**src/rtl/dram_seq_pkg.sv**
```systemverilog
package dram_seq_pkg;
  typedef enum logic [2:0] {
    PH_PRE, PH_IDLE, PH_ACT, PH_SENSE, PH_OPEN, PH_COL, PH_CLOSE
  } phase_e;
endpackage

```
**src/rtl/dram_phase_timer.sv**
```systemverilog
module dram_phase_timer #(
  parameter int unsigned W    = 4,
  parameter int unsigned INIT = 0
) (
  input  logic         clk_i,
  input  logic         rst_ni,
  input  logic         load_i,
  input  logic [W-1:0] val_i,
  output logic         done_o
);
  logic [W-1:0] cnt_q;

  always_ff @(posedge clk_i or negedge rst_ni) begin
    if (!rst_ni)          cnt_q <= W'(INIT);
    else if (load_i)      cnt_q <= val_i;
    else if (cnt_q != '0) cnt_q <= cnt_q - 1'b1;
  end

  assign done_o = (cnt_q == '0);

  p_count_down_r2: assert property (@(posedge clk_i) disable iff (!rst_ni)
    (!load_i && cnt_q != '0) |=> (cnt_q == $past(cnt_q) - W'(1)));
endmodule

```
**src/rtl/dram_refresh_sched.sv**
```systemverilog
module dram_refresh_sched #(
  parameter int unsigned ROW_W      = 3,
  parameter int unsigned WINDOW_CYC = 2048
) (
  input  logic             clk_i,
  input  logic             rst_ni,
  input  logic             hot_i,
  input  logic             take_i,
  output logic             due_o,
  output logic [ROW_W-1:0] row_o
);
  localparam int unsigned ROWS = 1 << ROW_W;
  localparam int unsigned INTV = WINDOW_CYC / ROWS;
  localparam int unsigned HOT  = INTV / 2;
  localparam int unsigned CW   = $clog2(INTV + 1);
  localparam logic [CW-1:0]    LIM_N   = CW'(INTV - 1);
  localparam logic [CW-1:0]    LIM_H   = CW'(HOT - 1);
  localparam logic [ROW_W-1:0] ROW_TOP = ROW_W'(ROWS - 1);

  logic [CW-1:0]    cnt_q;
  logic             due_q, tick;
  logic [ROW_W-1:0] row_q;

  assign tick = cnt_q >= (hot_i ? LIM_H : LIM_N);

  always_ff @(posedge clk_i or negedge rst_ni) begin
    if (!rst_ni) begin
      cnt_q <= '0;
      due_q <= 1'b0;
      row_q <= '0;
    end else begin
      cnt_q <= tick ? '0 : cnt_q + 1'b1;
      due_q <= tick | (due_q & ~take_i);
      if (take_i) row_q <= (row_q == ROW_TOP) ? '0 : row_q + 1'b1;
    end
  end

  assign due_o = due_q;
  assign row_o = row_q;

  p_no_overflow_r7: assert property (@(posedge clk_i) disable iff (!rst_ni)
    tick |-> (!due_q || take_i));
  p_take_due_r7: assert property (@(posedge clk_i) disable iff (!rst_ni)
    take_i |-> due_q);
  p_row_wrap_r6: assert property (@(posedge clk_i) disable iff (!rst_ni)
    (take_i && row_q == ROW_TOP) |=> (row_q == '0));
endmodule

```
**src/rtl/dram_bank_seq.sv**
```systemverilog
module dram_bank_seq
  import dram_seq_pkg::*;
#(
  parameter int unsigned ROW_W      = 3,
  parameter int unsigned COL_W      = 3,
  parameter int unsigned DATA_W     = 8,
  parameter int unsigned T_PRE      = 3,
  parameter int unsigned T_DEV      = 2,
  parameter int unsigned T_RES      = 4,
  parameter int unsigned T_COL      = 2,
  parameter int unsigned WINDOW_CYC = 2048
) (
  input  logic              clk_i,
  input  logic              rst_ni,
  input  logic              hot_i,
  input  logic              req_valid_i,
  output logic              req_ready_o,
  input  logic              req_we_i,
  input  logic [ROW_W-1:0]  req_row_i,
  input  logic [COL_W-1:0]  req_col_i,
  input  logic [DATA_W-1:0] req_wdata_i,
  output logic              rsp_valid_o,
  output logic [DATA_W-1:0] rsp_data_o,
  output logic              bl_pre_o,
  output logic              wl_en_o,
  output logic [ROW_W-1:0]  wl_row_o,
  output logic              sa_en_o,
  output logic              col_sel_o,
  output logic              col_we_o,
  output logic [COL_W-1:0]  col_addr_o,
  output logic [DATA_W-1:0] col_wdata_o,
  input  logic [DATA_W-1:0] col_rdata_i
);
  localparam int unsigned T_A  = (T_PRE > T_DEV) ? T_PRE : T_DEV;
  localparam int unsigned T_B  = (T_RES > T_COL) ? T_RES : T_COL;
  localparam int unsigned TMAX = (T_A > T_B) ? T_A : T_B;
  localparam int unsigned TW   = $clog2(TMAX + 1);

  phase_e            state_q, state_n;
  logic              t_load, t_done;
  logic [TW-1:0]     t_val;
  logic              ref_due, take, acc;
  logic [ROW_W-1:0]  ref_row;
  logic              go_open_q, go_open_n, is_ref_q, is_ref_n;
  logic [ROW_W-1:0]  row_q;
  logic [COL_W-1:0]  col_q;
  logic              we_q;
  logic [DATA_W-1:0] wdata_q, rdata_q;
  logic              rsp_q;

  dram_refresh_sched #(.ROW_W(ROW_W), .WINDOW_CYC(WINDOW_CYC)) u_sched (
    .clk_i, .rst_ni, .hot_i,
    .take_i(take), .due_o(ref_due), .row_o(ref_row)
  );

  dram_phase_timer #(.W(TW), .INIT(T_PRE - 1)) u_timer (
    .clk_i, .rst_ni, .load_i(t_load), .val_i(t_val), .done_o(t_done)
  );

  always_comb begin
    state_n   = state_q;
    take      = 1'b0;
    acc       = 1'b0;
    go_open_n = go_open_q;
    is_ref_n  = is_ref_q;
    unique case (state_q)
      PH_PRE:   if (t_done) state_n = go_open_q ? PH_ACT : PH_IDLE;
      PH_IDLE: begin
        if (ref_due) begin
          take = 1'b1; is_ref_n = 1'b1; state_n = PH_ACT;
        end else if (req_valid_i) begin
          acc = 1'b1; is_ref_n = 1'b0; state_n = PH_ACT;
        end
      end
      PH_ACT:   if (t_done) state_n = PH_SENSE;
      PH_SENSE: if (t_done) begin
        state_n   = is_ref_q ? PH_CLOSE : PH_COL;
        go_open_n = 1'b0;
      end
      PH_COL:   if (t_done) state_n = PH_OPEN;
      PH_OPEN: begin
        if (ref_due) begin
          // drain the page first, refresh row opens after precharge
          take = 1'b1; is_ref_n = 1'b1; go_open_n = 1'b1; state_n = PH_CLOSE;
        end else if (req_valid_i) begin
          acc = 1'b1; is_ref_n = 1'b0;
          if (req_row_i == row_q) state_n = PH_COL;
          else begin
            go_open_n = 1'b1; state_n = PH_CLOSE;
          end
        end
      end
      PH_CLOSE: state_n = PH_PRE;
      default:  state_n = PH_PRE;
    endcase
  end

  assign t_load = (state_n != state_q);
  always_comb begin
    unique case (state_n)
      PH_PRE:   t_val = TW'(T_PRE - 1);
      PH_ACT:   t_val = TW'(T_DEV - 1);
      PH_SENSE: t_val = TW'(T_RES - 1);
      PH_COL:   t_val = TW'(T_COL - 1);
      default:  t_val = '0;
    endcase
  end

  always_ff @(posedge clk_i or negedge rst_ni) begin
    if (!rst_ni) begin
      state_q   <= PH_PRE;
      go_open_q <= 1'b0;
      is_ref_q  <= 1'b0;
      row_q     <= '0;
      col_q     <= '0;
      we_q      <= 1'b0;
      wdata_q   <= '0;
      rdata_q   <= '0;
      rsp_q     <= 1'b0;
    end else begin
      state_q   <= state_n;
      go_open_q <= go_open_n;
      is_ref_q  <= is_ref_n;
      if (take) row_q <= ref_row;
      if (acc) begin
        row_q   <= req_row_i;
        col_q   <= req_col_i;
        we_q    <= req_we_i;
        wdata_q <= req_wdata_i;
      end
      rsp_q <= (state_q == PH_COL) && t_done && !we_q;
      if ((state_q == PH_COL) && t_done && !we_q) rdata_q <= col_rdata_i;
    end
  end

  assign req_ready_o = ((state_q == PH_IDLE) || (state_q == PH_OPEN)) && !ref_due;
  assign bl_pre_o    = (state_q == PH_PRE) || (state_q == PH_IDLE);
  assign wl_en_o     = (state_q == PH_ACT) || (state_q == PH_SENSE) ||
                       (state_q == PH_OPEN) || (state_q == PH_COL);
  assign sa_en_o     = (state_q == PH_SENSE) || (state_q == PH_OPEN) ||
                       (state_q == PH_COL);
  assign wl_row_o    = row_q;
  assign col_sel_o   = (state_q == PH_COL);
  assign col_we_o    = col_sel_o && we_q;
  assign col_addr_o  = col_q;
  assign col_wdata_o = wdata_q;
  assign rsp_valid_o = rsp_q;
  assign rsp_data_o  = rdata_q;

  p_pre_wl_excl_r1: assert property (@(posedge clk_i) disable iff (!rst_ni)
    bl_pre_o |-> !wl_en_o);
  p_sa_under_wl_r3: assert property (@(posedge clk_i) disable iff (!rst_ni)
    sa_en_o |-> wl_en_o);
  p_col_in_open_r5: assert property (@(posedge clk_i) disable iff (!rst_ni)
    col_sel_o |-> (sa_en_o && wl_en_o));
  p_row_hold_r5: assert property (@(posedge clk_i) disable iff (!rst_ni)
    (wl_en_o && $past(wl_en_o)) |-> $stable(wl_row_o));
  p_close_pre_r4: assert property (@(posedge clk_i) disable iff (!rst_ni)
    $fell(wl_en_o) |=> bl_pre_o);
  p_stall_r9: assert property (@(posedge clk_i) disable iff (!rst_ni)
    (is_ref_q && wl_en_o) |-> !req_ready_o);
  p_ref_no_data_r8: assert property (@(posedge clk_i) disable iff (!rst_ni)
    is_ref_q |-> (!col_sel_o && !rsp_valid_o));
  p_rsp_pulse_r10: assert property (@(posedge clk_i) disable iff (!rst_ni)
    rsp_valid_o |=> !rsp_valid_o);
endmodule

```
**config.mk**
```make
export PLATFORM = sky130hd
export DESIGN_NAME = dram_bank_seq
export DESIGN_NICKNAME = d
export VERILOG_FILES = /design/src/rtl/dram_seq_pkg.sv /design/src/rtl/dram_phase_timer.sv /design/src/rtl/dram_refresh_sched.sv /design/src/rtl/dram_bank_seq.sv
export SDC_FILE = /design/constraint.sdc
export NUM_CORES = 1
export LEC_CHECK = 0
export ABC_CLOCK_PERIOD_IN_PS = 5000
export CAP_MARGIN = 10
export CORE_MARGIN = 1.5
export CORE_UTILIZATION = 25
export DETAILED_ROUTE_END_ITERATION = 16
export PLACE_DENSITY = 0.52
export SLEW_MARGIN = 20
export SYNTH_ARGS = -nofsm -noshare
export SYNTH_HDL_FRONTEND = slang
export SYNTH_HIERARCHICAL = 1
export SYNTH_SLANG_ARGS = --single-unit
```
**constraint.sdc**
```tcl
create_clock -name clk_i -period 5 [get_ports clk_i]
set_clock_uncertainty 0.05 [all_clocks]
set_input_delay 0.75 -clock clk_i [delete_from_list [all_inputs] [get_ports clk_i]]
set_output_delay 0.75 -clock clk_i [all_outputs]
set_load 0.03 [all_outputs]
```
==> results of run 1 <==
==> cells in the mapped netlist (all sizes together), types with 4 or more instances <==
cell,instances,share of area [%]
a21oi,6,1.3
nand2,16,2.8
xor2,5,1.8
nor2b,7,1.8
buf,4,1.2
inv,10,1.6
nor2,14,2.3
nand2b,4,1.0
dfrtp,44,46
nand3,5,1.3
mux2,24,11
a31oi,4,1.0
ha,8,4.2
o21ai,8,1.7
==> power breakdown <==
group / leakage (nW) / switching (W) / internal (W)
Combinational: 0.730 / 0.000352 / 0.000324
Sequential: 0.572 / 0.000133 / 0.000483
Clock: 0.0543 / 0.000133 / 0.000150
==> worst min-delay path by stage <==
stage | slack [ps] | to | from | cells after the start
final | 390 | wl_row_o[0] | rst_ni | 1
after floorplan | 400 | col_addr_o[0] | rst_ni | 0
after global routing | 440 | u_sched/cnt_q[6] | rst_ni | 1
after detailed placement | 440 | rsp_data_o[2] | rsp_data_o[2] | 1
after global placement | 440 | rsp_data_o[2] | rsp_data_o[2] | 1
after CTS | 470 | col_wdata_o[7] | col_wdata_o[7] | 1
==> through the flow <==
| stage | hold WS, ps | setup WS (ps) | utilization (%) | cell area [sq um] | power, W |
|---|---|---|---|---|---|
| after floorplan | 404.4 | 2511 | - | 2386 | 0.001084 |
| after global placement | 437.3 | 1934 | 32.93 | 3043 | 0.001296 |
| after detailed placement | 444.1 | 1893 | 32.93 | 3043 | 0.001302 |
| after CTS | 466.8 | 1931 | 34.18 | 3158 | 0.001594 |
| after global routing | 437.8 | 1790 | 34.20 | 3161 | 0.001693 |
| final | 392.7 | 1940 | 34.20 | 3161 | 0.001575 |
==> critical path: cells and delay by family, from the launching register on <==
kind          cells  cell delay, ps
flops             1             730
buf+inv           1             670
simple gates      2             300
xor+xnor          1             260
==> final cells by class <==
class / instances / area, sq um / share of cell area (%)
Clock buffer: 5 / 68.82 / 2.177
Timing Repair Buffer: 55 / 548.0 / 17.34
Tap cell: 129 / 161.4 / 5.107
Clock inverter: 3 / 46.29 / 1.465
Multi-Input combinational cell: 150 / 1166 / 36.90
Sequential cell: 45 / 1127 / 35.67
Inverter: 11 / 42.54 / 1.346
==> flip-flops by register name, indices dropped and copies added (netlist names), 3 cells and up <==
register / count
u_sched/cnt_q: 9
col_wdata_o: 8
rsp_data_o: 8
col_addr_o: 3
state_q: 3
u_sched/row_o: 3
u_timer/cnt_q: 3
wl_row_o: 3
==> per-layer routing <==
layer | GRT usage, % | vias up
li1 | - | 877
met1 | 13.69 | 895
met2 | 16.63 | 43
met3 | 2.497 | 6
met4 | 2.600 | 0
met5 | 0 | -
==> cells by family (layout without fill, tap and decap cells) <==
group | Yosys count | after routing | share of synthesized area [%]
fa+ha+maj | 8 | 8 | 4.195
mux | 25 | 25 | 11.75
xor+xnor | 6 | 6 | 2.202
flops | 45 | 45 | 47.25
compound gates | 40 | 40 | 12.74
other cells | 1 | 1 | 0.1572
simple gates | 70 | 70 | 17.83
buf+inv | 18 | 74 | 3.880
==> flow_summary.json, run 1 <==
{
  "cts_tree": "done",
  "ys_seq_area_share_pct": 47.25,
  "cts.sinks": 45,
  "cts_setup_buffers": 0,
  "cts_made_buffers": 5,
  "met1_length_mm": 2.436,
  "maxUsedRoutingLayer": "met4",
  "via_count": 1821,
  "r2r-end": "u_timer/cnt_q[0]",
  "routabilityCongestion": 0.7492,
  "mostFrequentLayoutCells": "clkdlybuf4s50_1, dfrtp_1, mux2_2, nand2_1, nor2_1",
  "grt-ovfl-total": 0,
  "antenna_found_initial": 0,
  "antenna_cells": 0,
  "hp-class": "in -> async",
  "area_growth_syn_to_layout_pct": 32.46,
  "worst_pin_slew_ps": 678.6,
  "crit_path_cell_trace": "xor2_1 -> nand2_1 -> nor2_1 -> clkdlybuf4s50_1",
  "layout-drive-gt1-share_pct": 16.73,
  "synth_area_sq_um": 2386,
  "synth_fp_nets": 248,
  "start_util_pct": 25.82,
  "grt_pass1_vias": 1790,
  "core_area_sq_um": 9240,
  "drc": 0,
  "syn_inst": 213,
  "setup_viol": 0,
  "clockRootBuffer": "clkbuf_8",
  "clk_latency_ps": 300,
  "drv_slew": 0,
  "dr.first_iter.drc_count": 82,
  "wirelength_mm": 5.058,
  "power_density_nw_per_um2": 498.4,
  "wl_met2_mm": 2.334,
  "status": "completed",
  "end_kind": "primary output",
  "post-route-period-util_pct": 61.20,
  "cp_max_fo": 19,
  "finalHoldViolations": 0,
  "portBuffers": 55,
  "ff2ff_path_depth": 11,
  "critical_path.endpoint": "req_ready_o",
  "postCtsHoldBufs": 0,
  "route.antenna.remaining_nets": 0,
  "die_w_um": 100.7,
  "power_leakage_nw": 1.356,
  "path_class": "reg -> out",
  "crit_path_start": "state_q[0]",
  "ff2ff_setup_slack_ps": 2170,
  "clock.fmax_mhz": 326.8,
  "via_per_inst": 4.575,
  "grt_max_degree": 46,
  "drv_cap": 0,
  "synth-async-reset-ratio_pct": 100.0,
  "grt_usage_pct": 10.25,
  "rsz0062_at_grt": "no",
  "slew-limit-headroom_pct": 54.62,
  "layout_commonest_cell": "clkdlybuf4s50_1",
  "io_pins": 56,
  "nFillCells": 942,
  "die-area_sq_um": 10140,
  "h-tree-depth": 2,
  "start_kind": "flip-flop",
  "r2r_start": "u_timer/cnt_q[1]",
  "synth_edf_count": 0,
  "ys_ff_latch": 45,
  "rows": 35,
  "clkTransAtPathRegs_ps": 90,
  "cp_slowest_cell": "dfrtp_1",
  "fin_nets": 303,
  "routedWlPerCell_um": 12.71,
  "grt_pass1_wl_mm": 8.321,
  "arrival_ps": 2260,
  "hpwl_mm": 3.612,
  "dpl.cell_count": 390,
  "slowest_delay_ps": 730,
  "irDropWorstVdd_mv": 0.1978,
  "yosys.cell_types.count": 58,
  "fin_cells": 398,
  "syn_avg_cell_area_sq_um": 11.20,
  "yosys_warnings": 6,
  "clk_path_buf_depth": 2,
  "postCtsResizedCells": 0,
  "dr.pass1.iters": 4,
  "totalNegativeSetupSlack_ps": 0,
  "synth_ff_type": "dfrtp_1",
  "min_period_ps": 3060,
  "required_ps": 4200,
  "met3WireLength_um": 251,
  "die_y_um": 100.7
}
Note: power is estimated with default switching activity, not from simulation.
==> run 2: changes to the inputs <==
- ABC_CLOCK_PERIOD_IN_PS: 5000 -> 2600
- PLACE_DENSITY: 0.52 -> 0.53
- clock period: 5 -> 2.6 ns (I/O delays scaled with it)
==> flow_summary.json, run 2 (synthesis results as in run 1) <==
{
  "largest_reg_flops": 9,
  "die-area_sq_um": 10140,
  "regMostFlops": "u_sched/cnt_q",
  "post-route-period-util_pct": 97.03,
  "power_leakage_nw": 1.424,
  "grt_max_degree": 30,
  "hp-class": "in -> async",
  "routabilityCongestion": 0.7795,
  "antenna_cells": 0,
  "required_ps": 2760,
  "final_core_util_pct": 35.71,
  "drv_cap": 0,
  "cts_made_buffers": 5,
  "crit_path_cell_trace": "inv_1 -> ha_4 -> nand2b_4 -> inv_2 -> and4b_1 -> a311o_1 -> o41a_4 -> buf_4 -> xor2_1 -> o21bai_1 -> nor2b_1 -> a311oi_2",
  "grt-ovfl-total": 0,
  "fin_ws_ps": 77.26,
  "hpwl_mm": 3.741,
  "grt_pass1_wl_mm": 8.480,
  "end_kind": "flip-flop",
  "area_growth_syn_to_layout_pct": 38.28,
  "path_class": "reg -> reg",
  "irDropWorstVdd_mv": 0.4301,
  "clkTransAtPathRegs_ps": 90,
  "fin_nets": 315,
  "via_count": 1824,
  "totalNegativeSetupSlack_ps": 0,
  "place_area_sq_um": 3126,
  "slew-limit-headroom_pct": 54.93,
  "drv_slew": 0,
  "dr.first_iter.drc_count": 84,
  "antenna_found_initial": 0,
  "mostFrequentLayoutCells": "clkdlybuf4s50_1, dfrtp_1, mux2_2, nand2_1, nor2_1",
  "start_kind": "flip-flop",
  "power_density_nw_per_um2": 972.0,
  "start_util_pct": 25.82,
  "status": "completed",
  "clk_latency_ps": 290,
  "setup_viol": 0,
  "min_period_ps": 2523,
  "dr.pass1.iters": 4,
  "clockRootBuffer": "clkbuf_8",
  "slowest_delay_ps": 560,
  "portBuffers": 55,
  "core_area_sq_um": 9240,
  "cts_tree": "done",
  "holdWs_ps": 64.29,
  "r2r-end": "u_timer/cnt_q[1]",
  "io_pins": 56,
  "rows": 35,
  "layout-drive-gt1-share_pct": 23.13,
  "r2r_start": "u_timer/cnt_q[1]",
  "cp_max_fo": 4,
  "grt_usage_pct": 10.53,
  "clk_path_buf_depth": 2,
  "drc": 0,
  "worst_pin_slew_ps": 676.1,
  "grt_pass1_vias": 1799,
  "h-tree-depth": 2,
  "ff2ff_path_depth": 12,
  "wirelength_mm": 5.095,
  "cts.sinks": 45,
  "layout_commonest_cell": "clkdlybuf4s50_1",
  "design_area_sq_um": 3299,
  "ff2ff_setup_slack_ps": 80,
  "via_per_inst": 4.449,
  "routedWlPerCell_um": 12.43,
  "die_w_um": 100.7,
  "die_y_um": 100.7,
  "place_ws_ps": -63.00,
  "crit_path_start": "u_timer/cnt_q[1]",
  "arrival_ps": 2680,
  "route.antenna.remaining_nets": 0,
  "finalHoldViolations": 0,
  "cp_slowest_cell": "dfstp_2",
  "clock.fmax_mhz": 396.4
}
[run 2: changes by cell type in the layout (fill, tap and decap cells not counted), moves of 2 or more]
cell,previous run,this run
nor3b_1,2,0
nor3b_2,0,2
nor4b_2,0,2
nor4b_1,3,1
buf_4,1,12
[run 2: worst max path at each step]
| stage | to | slack [ps] | cells after the start |
|---|---|---|---|
| 6_report | u_timer/cnt_q[1] | 80 | 12 |
| 5_1_grt | u_timer/cnt_q[0] | -30 | 12 |
| 2_1_floorplan | u_timer/cnt_q[0] | 110 | 11 |
| 4_1_cts | u_timer/cnt_q[1] | 30 | 12 |
| 3_3_place_gp | u_timer/cnt_q[0] | 70 | 9 |
| 3_5_place_dp | u_timer/cnt_q[1] | -60 | 9 |
[run 2: area by class of cell]
class / count / area, sq um
fillers: 905 / 5941
multi-input cells: 150 / 1215
flip-flops and latches: 45 / 1129
repair buffers: 67 / 635.6
well taps: 129 / 161.4
clock buffers: 7 / 86.33
inverters: 11 / 42.54
clock inverters: 1 / 30.03
[run 2: repair_timing]
item                                    in CTS  in global routing
setup buffers                                0                  1
hold buffers                                 0                  0
pin swaps                                    1                  1
endpoints found under the setup margin       1                  4
hold endpoints to repair                     0                  0
resized for setup                            0                 10
[run 2: critical path, delay by kind of cell, from the launching register on]
kind | cells | cell delay (ps)
xor+xnor | 1 | 140
buf+inv | 3 | 290
compound gates | 4 | 910
flops | 1 | 560
simple gates | 3 | 330
fa+ha+maj | 1 | 180
[run 2: power by group]
| group | leakage, nW | switching (W) | internal (W) | total, W |
|---|---|---|---|---|
| logic | 0.795 | 0.000749 | 0.000733 | 0.00148 |
| clock network | 0.0585 | 0.000242 | 0.000314 | 0.000555 |
| registers | 0.570 | 0.000239 | 0.000931 | 0.00117 |
[run 2: routing by layer]
layer / wire length (um) / GRT usage, %
met4: 40 / 2.925
met2: 2448 / 17.62
met5: 0 / 0
met3: 176 / 2.288
met1: 2430 / 13.70
[run 2: through the flow]
step                instances  power [W]
floorplan                 213   0.002085
global placement          401   0.002561
detailed placement        401   0.002576
CTS                       409   0.003148
global route              410   0.003444
finish                    410   0.003207
